File: src/rtl/timer_host_pkg.sv
package timer_host_pkg;

    localparam int BYTE_W = 8;
    localparam int CNT_W  = 2 * BYTE_W;

    typedef enum logic [1:0] {
        ACC_LATCH = 2'b00,
        ACC_LO    = 2'b01,
        ACC_HI    = 2'b10,
        ACC_BOTH  = 2'b11
    } acc_e;

    typedef struct packed {
        logic [2:0] mode;
        logic       bcd;
        acc_e       acc;
    } chan_cfg_t;

    typedef struct packed {
        logic [1:0] sel;
        acc_e       acc;
        logic [2:0] mode;
        logic       bcd;
    } ctl_word_t;

    localparam chan_cfg_t CFG_RESET = '{mode: 3'd0, bcd: 1'b0, acc: ACC_BOTH};

    // Codes 6 and 7 alias the two periodic modes 2 and 3.
    function automatic logic [2:0] fold_mode(input logic [2:0] m);
        return m[1] ? {1'b0, m[1:0]} : m;
    endfunction

endpackage

File: src/rtl/timer_ctl_decode.sv
module timer_ctl_decode
    import timer_host_pkg::*;
(
    input  logic [BYTE_W-1:0] ctl_byte,
    output ctl_word_t         ctl
);
    always_comb begin
        ctl.sel  = ctl_byte[7:6];
        ctl.acc  = acc_e'(ctl_byte[5:4]);
        ctl.mode = fold_mode(ctl_byte[3:1]);
        ctl.bcd  = ctl_byte[0];
    end
endmodule

File: src/rtl/timer_chan_regs.sv
module timer_chan_regs
    import timer_host_pkg::*;
#(
    parameter int CH = 0
) (
    input  logic              clk,
    input  logic              rst,
    input  logic              ctl_wr_en,
    input  ctl_word_t         ctl,
    input  logic              cnt_wr_en,
    input  logic              cnt_rd_en,
    input  logic [BYTE_W-1:0] wdata,
    input  logic [CNT_W-1:0]  cnt_live,
    output chan_cfg_t         cfg,
    output logic              load_stb,
    output logic [CNT_W-1:0]  load_val,
    output logic              ctrl_pulse,
    output logic [BYTE_W-1:0] rd_byte
);
    localparam logic [1:0] CH_ID = 2'(CH);

    logic              wr_ptr;
    logic              rd_ptr;
    logic [1:0]        lat_left;
    logic [CNT_W-1:0]  lat_val;
    logic [BYTE_W-1:0] lo_hold;
    logic              sel_me, cmd_cfg, cmd_latch;
    logic [CNT_W-1:0]  rd_src;

    assign sel_me    = ctl_wr_en && (ctl.sel == CH_ID);
    assign cmd_cfg   = sel_me && (ctl.acc != ACC_LATCH);
    assign cmd_latch = sel_me && (ctl.acc == ACC_LATCH);

    always_ff @(posedge clk) begin
        if (rst) begin
            cfg        <= CFG_RESET;
            wr_ptr     <= 1'b0;
            rd_ptr     <= 1'b0;
            lat_left   <= 2'd0;
            lat_val    <= '0;
            lo_hold    <= '0;
            load_stb   <= 1'b0;
            load_val   <= '0;
            ctrl_pulse <= 1'b0;
        end else begin
            load_stb   <= 1'b0;
            ctrl_pulse <= 1'b0;
            if (cmd_cfg) begin
                cfg.mode   <= ctl.mode;
                cfg.bcd    <= ctl.bcd;
                cfg.acc    <= ctl.acc;
                wr_ptr     <= 1'b0;
                rd_ptr     <= 1'b0;
                lat_left   <= 2'd0;
                ctrl_pulse <= 1'b1;
            end else begin
                if (cmd_latch && lat_left == 2'd0) begin
                    lat_val  <= cnt_live;
                    lat_left <= (cfg.acc == ACC_BOTH) ? 2'd2 : 2'd1;
                end
                if (cnt_wr_en) begin
                    unique case (cfg.acc)
                        ACC_LO: begin
                            load_val <= {{BYTE_W{1'b0}}, wdata};
                            load_stb <= 1'b1;
                        end
                        ACC_HI: begin
                            load_val <= {wdata, {BYTE_W{1'b0}}};
                            load_stb <= 1'b1;
                        end
                        ACC_BOTH: begin
                            if (!wr_ptr) begin
                                lo_hold <= wdata;
                                wr_ptr  <= 1'b1;
                            end else begin
                                load_val <= {wdata, lo_hold};
                                load_stb <= 1'b1;
                                wr_ptr   <= 1'b0;
                            end
                        end
                        default: ;
                    endcase
                end
                if (cnt_rd_en) begin
                    if (cfg.acc == ACC_BOTH) rd_ptr <= ~rd_ptr;
                    if (lat_left != 2'd0) lat_left <= lat_left - 2'd1;
                end
            end
        end
    end

    always_comb begin
        rd_src = (lat_left != 2'd0) ? lat_val : cnt_live;
        unique case (cfg.acc)
            ACC_HI:   rd_byte = rd_src[CNT_W-1:BYTE_W];
            ACC_BOTH: rd_byte = rd_ptr ? rd_src[CNT_W-1:BYTE_W] : rd_src[BYTE_W-1:0];
            default:  rd_byte = rd_src[BYTE_W-1:0];
        endcase
    end

    assert_load_after_write_R4: assert property (@(posedge clk) disable iff (rst)
        load_stb |-> $past(cnt_wr_en));

    assert_ctrl_pulse_source_R3: assert property (@(posedge clk) disable iff (rst)
        ctrl_pulse |-> $past(ctl_wr_en && ctl.sel == CH_ID && ctl.acc != ACC_LATCH));

    assert_half_written_only_both_R5: assert property (@(posedge clk) disable iff (rst)
        wr_ptr |-> cfg.acc == ACC_BOTH);

    assert_latch_held_R7: assert property (@(posedge clk) disable iff (rst)
        (lat_left != 2'd0 && $past(lat_left != 2'd0)) |-> $stable(lat_val));

    assert_latch_bytes_R7: assert property (@(posedge clk) disable iff (rst)
        lat_left <= 2'd2);

    assert_read_no_effect_R9: assert property (@(posedge clk) disable iff (rst)
        $past(cnt_rd_en) |-> (!load_stb && !ctrl_pulse && $stable(cfg)));

endmodule

File: src/rtl/timer_host_if.sv
module timer_host_if
    import timer_host_pkg::*;
#(
    parameter int NCH = 3
) (
    input  logic                 clk,
    input  logic                 rst,
    input  logic [1:0]           addr,
    input  logic                 wr_en,
    input  logic                 rd_en,
    input  logic [7:0]           wdata,
    output logic [7:0]           rdata,
    input  logic [NCH*16-1:0]    cnt_live,
    output logic [NCH*3-1:0]     chan_mode,
    output logic [NCH-1:0]       chan_bcd,
    output logic [NCH-1:0]       load_stb,
    output logic [NCH*16-1:0]    load_val,
    output logic [NCH-1:0]       ctrl_wr
);
    localparam logic [1:0] CTRL_ADDR = 2'd3;

    ctl_word_t         ctl;
    logic              ctl_wr_en;
    logic [BYTE_W-1:0] rd_bytes [NCH];

    assign ctl_wr_en = wr_en && (addr == CTRL_ADDR);

    timer_ctl_decode u_dec (
        .ctl_byte (wdata),
        .ctl      (ctl)
    );

    for (genvar c = 0; c < NCH; c++) begin : g_ch
        chan_cfg_t cfg;
        timer_chan_regs #(.CH(c)) u_ch (
            .clk        (clk),
            .rst        (rst),
            .ctl_wr_en  (ctl_wr_en),
            .ctl        (ctl),
            .cnt_wr_en  (wr_en && addr == 2'(c)),
            .cnt_rd_en  (rd_en && addr == 2'(c)),
            .wdata      (wdata),
            .cnt_live   (cnt_live[c*CNT_W +: CNT_W]),
            .cfg        (cfg),
            .load_stb   (load_stb[c]),
            .load_val   (load_val[c*CNT_W +: CNT_W]),
            .ctrl_pulse (ctrl_wr[c]),
            .rd_byte    (rd_bytes[c])
        );
        assign chan_mode[c*3 +: 3] = cfg.mode;
        assign chan_bcd[c]         = cfg.bcd;
    end

    always_comb begin
        rdata = '0;
        for (int c = 0; c < NCH; c++)
            if (rd_en && addr == 2'(c)) rdata = rd_bytes[c];
    end

    assert_single_op_R9: assert property (@(posedge clk) disable iff (rst)
        !(wr_en && rd_en));

    assert_bad_select_ignored_R10: assert property (@(posedge clk) disable iff (rst)
        (wr_en && addr == CTRL_ADDR && wdata[7:6] == 2'b11) |=> ctrl_wr == '0);

    assert_pulse_onehot_R1: assert property (@(posedge clk) disable iff (rst)
        $onehot0(load_stb | ctrl_wr));

    assert_ctrl_read_zero_R11: assert property (@(posedge clk) disable iff (rst)
        (rd_en && addr == CTRL_ADDR) |-> rdata == 8'h00);

endmodule

File: config.mk
export PLATFORM = sky130hd
export DESIGN_NAME = timer_host_if
export DESIGN_NICKNAME = d
export VERILOG_FILES = /design/src/rtl/timer_host_pkg.sv /design/src/rtl/timer_ctl_decode.sv /design/src/rtl/timer_chan_regs.sv /design/src/rtl/timer_host_if.sv
export SDC_FILE = /design/constraint.sdc
export NUM_CORES = 1
export LEC_CHECK = 0
export ABC_CLOCK_PERIOD_IN_PS = 2200
export BUFFER_PORTS_ARGS = -buffer_cell sky130_fd_sc_hd__clkbuf_2
export CORE_ASPECT_RATIO = 1.5
export CORE_MARGIN = 2
export CORE_UTILIZATION = 51
export DETAILED_ROUTE_END_ITERATION = 8
export HOLD_SLACK_MARGIN = 0.02
export PLACE_DENSITY_LB_ADDON = 0.3
export SLEW_MARGIN = 20
export SYNTH_ARGS = -nofsm -noshare
export SYNTH_HDL_FRONTEND = slang
export SYNTH_SLANG_ARGS = --single-unit
File: constraint.sdc
create_clock -name clk -period 2.2 [get_ports clk]
set_input_delay 0.33 -clock clk [delete_from_list [all_inputs] [get_ports clk]]
set_output_delay 0.33 -clock clk [all_outputs]
set_load 0.05 [all_outputs]
Yosys cells after proc, flatten, opt, wreduce, memory -nomap -nowiden --
Cells that the tools add are included.
Word-level totals: register bits 156, input port bits 62, logic and storage cells 164, output and inout port bits 74
Operators by class: multiplexer cells 43, eq/ne operators 17, reduce and logical (&&, ||, !) cells 56, bitwise operators 12, add/sub/neg operators 3
Operators with widths (number):
- one-hot mux 16 bit (3 select lines) | 3
- two-way mux 16 bit | 6
- two-way mux 8 bit | 6
- one-hot mux 8 bit (2 select lines) | 3
- two-way mux 2 bit | 12
- AND reduction 4 bit | 6
- logical AND 1 bit | 19
- == test 2 bit, second input constant | 9
- AND reduction 2 bit | 9
- logical NOT 2 bit | 6
- inverter 1 bit | 12
- OR reduction 2 bit | 6
- == test 2 x 1 -> 1 bit, second input constant | 5
- two-way mux 1 bit | 9
- nonzero test 3 bit | 3
- OR reduction 3 bit | 3
- nonzero test 2 bit | 4
- != test 2 x 1 -> 1 bit, second input constant | 3
- one-hot mux 1 bit (2 select lines) | 3
- subtractor 2 x 1 -> 2 bit, second input constant | 3
- two-way mux 3 bit | 1

Longest topological paths before layout --
Gate-level depths: netlist of the first run.
word-level depth 8, mapped depth 9, depth with buffers taken out 6

By module --
From an unflattened synthesis of the first run, not the netlist that was laid out.
Unflattened totals: cell total of the unflattened synthesis 927, area, all modules 8316.7 sq um
Modules (own cells, without submodules):
- timer_chan_regs (g_ch[2].u_ch) | cells each 293, area an instance 2675.1 sq um, instances 1, sequential area each 1041.0 sq um
- timer_chan_regs (g_ch[0].u_ch) | cells each 290, area an instance 2620.0 sq um, instances 1, sequential area each 1041.0 sq um
- timer_chan_regs (g_ch[1].u_ch) | cells each 291, area an instance 2618.8 sq um, instances 1, sequential area each 1041.0 sq um
- timer_host_if | cells each 45, area an instance 336.6 sq um, instances 1, sequential area each 0.0 sq um
- timer_ctl_decode | cells each 8, area an instance 66.3 sq um, instances 1, sequential area each 0.0 sq um

Worst setup path before layout of the first run --
No wires, ideal clock.
path kind input -> output, from in addr[1], to out rdata[6], required time 1.870 ns, stages on the path 6, arrival time 2.458 ns, slack -0.588 ns, path buffers 2, cell sequence clkbuf_1 or3b_1 clkbuf_1 a211oi_2 a221o_1 a2bb2oi_1
Between the ends: longest elaborated chain between the ends 5, elaborated cells on any way between the ends 9, classes of those cells eq/ne (2); mux (3); reduce/logical (4)
Ends and longest elaborated chain:
- start: declaration | line timer_host_if.sv:8 | input logic [1:0] addr,
- logical NOT 2 bit | line timer_host_if.sv:57 | if (rd_en && addr == 2'(c)) rdata = rd_bytes[c];
- logical AND 1 bit | line timer_host_if.sv:57
- two-way mux 8 bit (2 in series) | line timer_host_if.sv:57
- two-way mux 8 bit (*) | line timer_host_if.sv:57
- end: declaration | line timer_host_if.sv:12 | output logic [7:0] rdata,
Every way passes the cells marked *; elsewhere a longest branch is shown, timed or not.

Worst setup path after layout of the first run --
from reg g_ch[2].u_ch.lat_left[1], to out rdata[1]
Between the ends: longest elaborated chain between the ends 5
Ends and longest elaborated chain:
- start: declaration | line timer_chan_regs.sv:24 | logic [1:0] lat_left;
- start signal: assignment | line timer_chan_regs.sv:59 | lat_left <= (cfg.acc == ACC_BOTH) ? 2'd2 : 2'd1;
- start signal: assignment | line timer_chan_regs.sv:86 | if (lat_left != 2'd0) lat_left <= lat_left - 2'd1;
- nonzero test 2 bit (*) | line timer_chan_regs.sv:93 | rd_src = (lat_left != 2'd0) ? lat_val : cnt_live;
- two-way mux 16 bit (*) | line timer_chan_regs.sv:93
- two-way mux 8 bit | line timer_chan_regs.sv:96 | ACC_BOTH: rd_byte = rd_ptr ? rd_src[CNT_W-1:BYTE_W] : rd_src[BYTE_W-1:0];
- one-hot mux 8 bit (2 select lines) (*) | line timer_chan_regs.sv:94 | unique case (cfg.acc)
- two-way mux 8 bit (*) | line timer_host_if.sv:57
Marked as above.

==> flow_summary.toml, run 1 <==
[outcome]
outcome = "finished, violations left"
violations = "negative setup slack"

[cts]
clock_latency_ns = 0.42
htreeDepth = 4
root_buffer = "clkbuf_16"
cts_hold_buf = 0
clkSinkCount = 156
cts_tree = "built"
cts.clk_slew.worst_paths_ns = 0.07
clockBufferDepth = 2
cts_buffers = 17

[routing]
vias = 6601
drc = 0
drt-total-wl_mm = 20.0
first_pass_iters = 5
drt_iter0_drc = 252
vias_per_cell = 5.66
wire_per_inst_um = 17.2
ant_nets = 0

[finish]
finish.instance_area_um2 = 9560
drive_gt1_share_pct = 35.2
fillerInstances = 1219
seq_area_um2 = 3140
final_nets = 1028
fin_cells = 1166
antenna_cells = 0
syn2layout_area_growth_pct = 27.7
multi_input_area_um2 = 4120

[power_and_ir_drop]
p_per_area_nw_per_um2 = 697
p_total_uw = 6670
irDropWorstVdd_mv = 0.498
p_leak_uw = 0.00410

[critical_path]
critPathKind = "flip-flop to primary output"
cp.required_ns = 1.87
cp-start-kind = "flip-flop"
critPathMaxFanout = 8
arrival_ns = 2.30
worstSetupEndpointType = "primary output"

[place]
dpl.cell_count = 1121
gp_congestion = 0.811
portBuffers = 135
dpl_cell_area_um2 = 8560
hpwlAfterDp_mm = 13.8
pre_cts_ws_ns = -0.117

[sta]
worst_pin_slew_ns = 0.625
period_needed_ns = 2.63
setup_violations = 8
min_period_over_period_pct = 119
finalSetupTns_ns = -2.57
grt_setup_unrepaired = "true"
skew_ns = 0.00795
clock.fmax_mhz = 381
worst_slack_ns = -0.428
hold_viol = 0
relSlewSlack_pct = 58.3
maxSlewViolCount = 0

[run]
drv_cap = 0

[synthesis]
synth_nets = 890
netlist_area_um2 = 7490
yosysTopAreaCellShare_pct = 41.7
ys_types = 58
synth_seq_area_share_pct = 41.7
synth_top_area_cell = "dfxtp_1"
synth_area_leaders = "dfxtp_1 42%, mux2i_1 10%, nor2_1 5.6%, a211oi_1 3.2%, mux2_2 3.2%"
synth_common_cells = "156 x dfxtp_1, 112 x nor2_1, 76 x mux2i_1"
synth_seq_cells = 156
synth_edf_count = 0
postSynthAreaPerCell_um2 = 9.14
synth_ff_type = "dfxtp_1"
async_flop_share_pct = 0
yosysWarnings = 0
yosysMostFrequentCell = "dfxtp_1"
netlist_instances = 819

[die]
coreArea_um2 = 14500
die_w_um = 103
dieArea_um2 = 15700
io-pin-count = 136
rows = 54
initial_core_util_pct = 51.8
die_h_um = 152

[global_routing]
antenna_found_initial = 0
grt_pass1_wl_mm = 31.7
grt_use_total_pct = 25.7
overflow = 0
grt_pass1_vias = 6258
grt_max_degree = 53

[hold_path]
hp-class = "primary input to flip-flop"
where the power goes:
group	switching, uW	total [uW]	internal [uW]
logic	405	700	295
clock network	1220	3090	1870
registers	22.8	2880	2860
layout by cell type, fill, tap and decap left out, types with 4 or more instances in the layout:
master and instances:
nor3_1 28, dfxtp_1 150, a22oi_2 7, a22o_1 12, inv_1 9, nor2_2 5, mux2i_1 76, clkbuf_2 126
a2bb2oi_1 6, mux2_1 10, buf_12 4, or3b_2 13, inv_2 6, nor2_1 107, ha_1 6, and3_1 14
or3b_1 5, nand3b_1 5, buf_6 4, a21oi_1 45, a221oi_2 11, a221oi_1 4, mux4_2 8, buf_8 7
a211oi_1 30, mux2_2 19, clkbuf_16 17, o21ai_0 20, nor3b_1 10, nand3_1 26, nand2_1 32, buf_4 64
path summary, 6_finish.rpt:
kind                                                        startpoint                                     end  slack (ns)  depth (start not counted)
worst min register to register  g_ch[1].u_ch.load_val[11]$_SDFFE_PP0P_  g_ch[1].u_ch.load_val[11]$_SDFFE_PP0P_        0.45                          2
worst min-delay path                                       cnt_live[2]    g_ch[0].u_ch.lat_val[2]$_SDFFE_PP0P_        0.15                          3
worst max register to register     g_ch[1].u_ch.lat_left[1]$_SDFF_PP0_    g_ch[1].u_ch.lat_val[5]$_SDFFE_PP0P_        0.05                          6
worst max-delay path               g_ch[2].u_ch.lat_left[1]$_SDFF_PP0_                                rdata[1]       -0.43                          7
per-stage QoR:
step | util [%] | hold WS [ns]
2_1_floorplan | - | 0.450
3_3_place_gp | 59.2 | 0.439
3_5_place_dp | 59.2 | 0.445
4_1_cts | 65.0 | 0.147
5_1_grt | 66.1 | 0.149
6_report | 66.1 | 0.155
cells by family after synthesis:
family | count (synthesis) | synth area share, %
and+or+nand+nor | 274 | 18.3
AOI/OAI and AO/OA | 157 | 14.3
DFF | 156 | 41.7
muxes | 115 | 17.2
buffers and inverters | 105 | 6.63
adders and majority gates | 9 | 1.50
xor gates and xnor gates | 3 | 0.351
registers in the layout, summed over array words and instances, names as in the netlist:
signal	flops
g_ch.u_ch.ctrl_pulse	3
g_ch.u_ch.load_stb	3
g_ch.u_ch.lat_left	6
g_ch.u_ch.wr_ptr	3
g_ch.u_ch.load_val	48
g_ch.u_ch.lo_hold	24
g_ch.u_ch.rd_ptr	3
g_ch.u_ch.lat_val	48
g_ch.u_ch.cfg	18
repair_timing:
action | CTS | global route
resized for setup | 42 | 31
endpoints found under the setup margin | 8 | 28
setup buffers | 8 | 5
pin swaps | 6 | 6
final cells by class:
cell class | count | area share (%)
Multi-Input combinational cell | 558 | 43.1
Sequential cell | 156 | 32.8
Timing Repair Buffer | 208 | 14.3
Clock buffer | 21 | 4.82
Tap cell | 196 | 2.57
Clock inverter | 11 | 1.66
Inverter | 16 | 0.667
worst max-delay path: stages (launching register included):
cell,delay [ns]
dfxtp_2,0.33
nor2_4,0.16
buf_12,0.15
mux4_2,0.54
a221oi_4,0.30
buf_6,0.16
a22oi_2,0.07
buf_8,0.17
layer usage:
| metal | track usage, % | share of wire [%] | up-vias |
|---|---|---|---|
| li1 | - | - | 3201 |
| met1 | 31.7 | 41 | 3153 |
| met2 | 42.2 | 51 | 197 |
| met3 | 4.72 | 4.4 | 50 |
| met4 | 13.0 | 4.0 | 0 |
| met5 | 0 | 0 | - |
Note: power is estimated with default switching activity, not from simulation.
==> run 2: changes to the inputs <==
--- a/config.mk
+++ b/config.mk
@@ -13,6 +13,7 @@
 export DETAILED_ROUTE_END_ITERATION = 8
 export HOLD_SLACK_MARGIN = 0.02
 export PLACE_DENSITY_LB_ADDON = 0.3
+export SKIP_LAST_GASP = 1
 export SLEW_MARGIN = 20
 export SYNTH_ARGS = -nofsm -noshare
 export SYNTH_HDL_FRONTEND = slang
==> flow_summary.toml, run 2 (synthesis results as in run 1) <==
[sta]
setup_violations = 8
maxSlewViolCount = 0
worst_slack_ns = -0.435
skew_ns = 0.00964
period_needed_ns = 2.63
relSlewSlack_pct = 58.4
clock.fmax_mhz = 380
finalSetupTns_ns = -2.60
min_period_over_period_pct = 120
hold_viol = 0
worst_pin_slew_ns = 0.623
grt_setup_unrepaired = "true"

[finish]
final_common_cell = "dfxtp_1"
fin_util_pct = 66.1
final_nets = 1028
drive_gt1_share_pct = 35.2
final_cell_mix = "150 x dfxtp_1, 126 x clkbuf_2, 107 x nor2_1, 76 x mux2i_1, 64 x buf_4"
syn2layout_area_growth_pct = 27.6
fillerInstances = 1219
antenna_cells = 0
largestRegisters = "g_ch.u_ch.lat_val: 48 flops, g_ch.u_ch.load_val: 48 flops, g_ch.u_ch.lo_hold: 24 flops"

[cts]
root_buffer = "clkbuf_16"
clockBufferDepth = 2
cts.clk_slew.worst_paths_ns = 0.06
cts_tree = "built"
clkSinkCount = 156
htreeDepth = 4
cts_hold_buf = 0
clock_latency_ns = 0.42
cts_buffers = 17

[routing]
vias = 6553
drt_iter0_drc = 265
ant_nets = 0
wire_per_inst_um = 17.2
vias_per_cell = 5.62
first_pass_iters = 4
drc = 0
drt-total-wl_mm = 20.1

[power_and_ir_drop]
irDropWorstVdd_mv = 0.491
p_per_area_nw_per_um2 = 698
p_leak_uw = 0.00409

[critical_path]
reg2reg_from = "g_ch[1].u_ch.lat_left[1]$_SDFF_PP0_"
r2r-end = "g_ch[1].u_ch.lat_val[5]$_SDFFE_PP0P_"
r2r_slack_ns = 0.05
crit_path_max_incr_delay_ns = 0.54
arrival_ns = 2.30
critPathMaxFanout = 8
worstSetupEndpointType = "primary output"
crit_buf_inv = 3
cpMaxStageDelayCell = "mux4_2"
reg2reg_depth = 6
cp-start-kind = "flip-flop"
path_cells = "nor2_4 > buf_12 > mux4_2 > a221oi_4 > buf_6 > a22oi_2 > clkbuf_8"
cp.required_ns = 1.87
critPathKind = "flip-flop to primary output"
crit_family = "multiplexers"

[die]
initial_core_util_pct = 51.8
die_h_um = 152
die_w_um = 103
dieArea_um2 = 15700
rows = 54
coreArea_um2 = 14500
io-pin-count = 136

[global_routing]
grt_pass1_wl_mm = 31.7
antenna_found_initial = 0
overflow = 0
grt_use_total_pct = 25.7
grt_pass1_vias = 6257
grt_max_degree = 53

[place]
portBuffers = 135
gp_congestion = 0.811
hpwlAfterDp_mm = 13.8

[outcome]
violations = "negative setup slack"
outcome = "finished, violations left"

[hold_path]
hold_path.startpoint = "cnt_live[27]"
min_path_cells = 3
min_to = "g_ch[1].u_ch.lat_val[11]$_SDFFE_PP0P_"
hp-class = "primary input to flip-flop"

[run]
drv_cap = 0
[run 2: changes by cell type in the layout (fill, tap and decap cells not counted), sizes merged]
cell / before / now
clkbuf: 150 / 153
buf: 79 / 76
[run 2: timing repair]
item                                    4_1_cts  5_1_grt
endpoints found under the setup margin        8       43
pin swaps                                     6        6
cloned                                        0        0
setup buffers                                 8        5
hold endpoints to repair                      0        0
resized for setup                            40       30
[run 2: per-stage QoR]
stage / instance area (um^2) / cells / power, uW / setup slack (ns) / hold slack, ns
after floorplan: 7630 / 819 / 3350 / -0.0971 / 0.450
after global routing: 9560 / 1166 / 6900 / -0.490 / 0.149
after global placement: 8560 / 1121 / 3580 / -0.114 / 0.439
final: 9560 / 1166 / 6670 / -0.435 / 0.159
after CTS: 9400 / 1161 / 6680 / -0.427 / 0.147
after detailed placement: 8560 / 1121 / 3580 / -0.117 / 0.445
[run 2: worst max path at each step]
stage,endpoint,cells past startpoint,slack [ns],startpoint
5_1_grt,rdata[1],7,-0.49,g_ch[2].u_ch.lat_left[1]$_SDFF_PP0_
3_5_place_dp,rdata[1],7,-0.12,g_ch[2].u_ch.lat_left[1]$_SDFF_PP0_
6_report,rdata[1],7,-0.43,g_ch[2].u_ch.lat_left[1]$_SDFF_PP0_
4_1_cts,rdata[1],7,-0.43,g_ch[2].u_ch.lat_left[1]$_SDFF_PP0_
3_3_place_gp,rdata[1],7,-0.11,g_ch[2].u_ch.lat_left[1]$_SDFF_PP0_
2_1_floorplan,rdata[1],6,-0.1,addr[1]
[run 2: worst reg2reg max path, cell delays in order, from the launching register on]
cell      delay, ns
dfxtp_4        0.37
clkbuf_4       0.20
or4_1          0.50
or4b_4         0.52
buf_6          0.18
mux2i_1        0.20
nor2_1         0.05
[run 2: per-layer routing]
layer	routed length (um)	vias to the layer above	share of wire, %	global-route usage, %
li1	-	3203	-	-
met1	8080	3105	40	31.6
met2	10300	202	51	42.2
met3	964	43	4.8	4.72
met4	760	0	3.8	13.0
met5	0	-	0	0
[run 2: final cells by class]
| cell class | count | area, um^2 | share of cell area [%] |
|---|---|---|---|
| Clock buffer | 21 | 460 | 4.82 |
| Clock inverter | 11 | 159 | 1.66 |
| Inverter | 16 | 63.8 | 0.668 |
| Multi-Input combinational cell | 558 | 4120 | 43.2 |
| Sequential cell | 156 | 3140 | 32.8 |
| Tap cell | 196 | 245 | 2.57 |
| Timing Repair Buffer | 208 | 1370 | 14.3 |
[run 2: power breakdown]
group	internal, uW	leakage, uW	switching, uW
registers	2860	0.00126	22.7
clock network	1870	0.000298	1220
logic	293	0.00253	404
total	5020	0.00409	1650
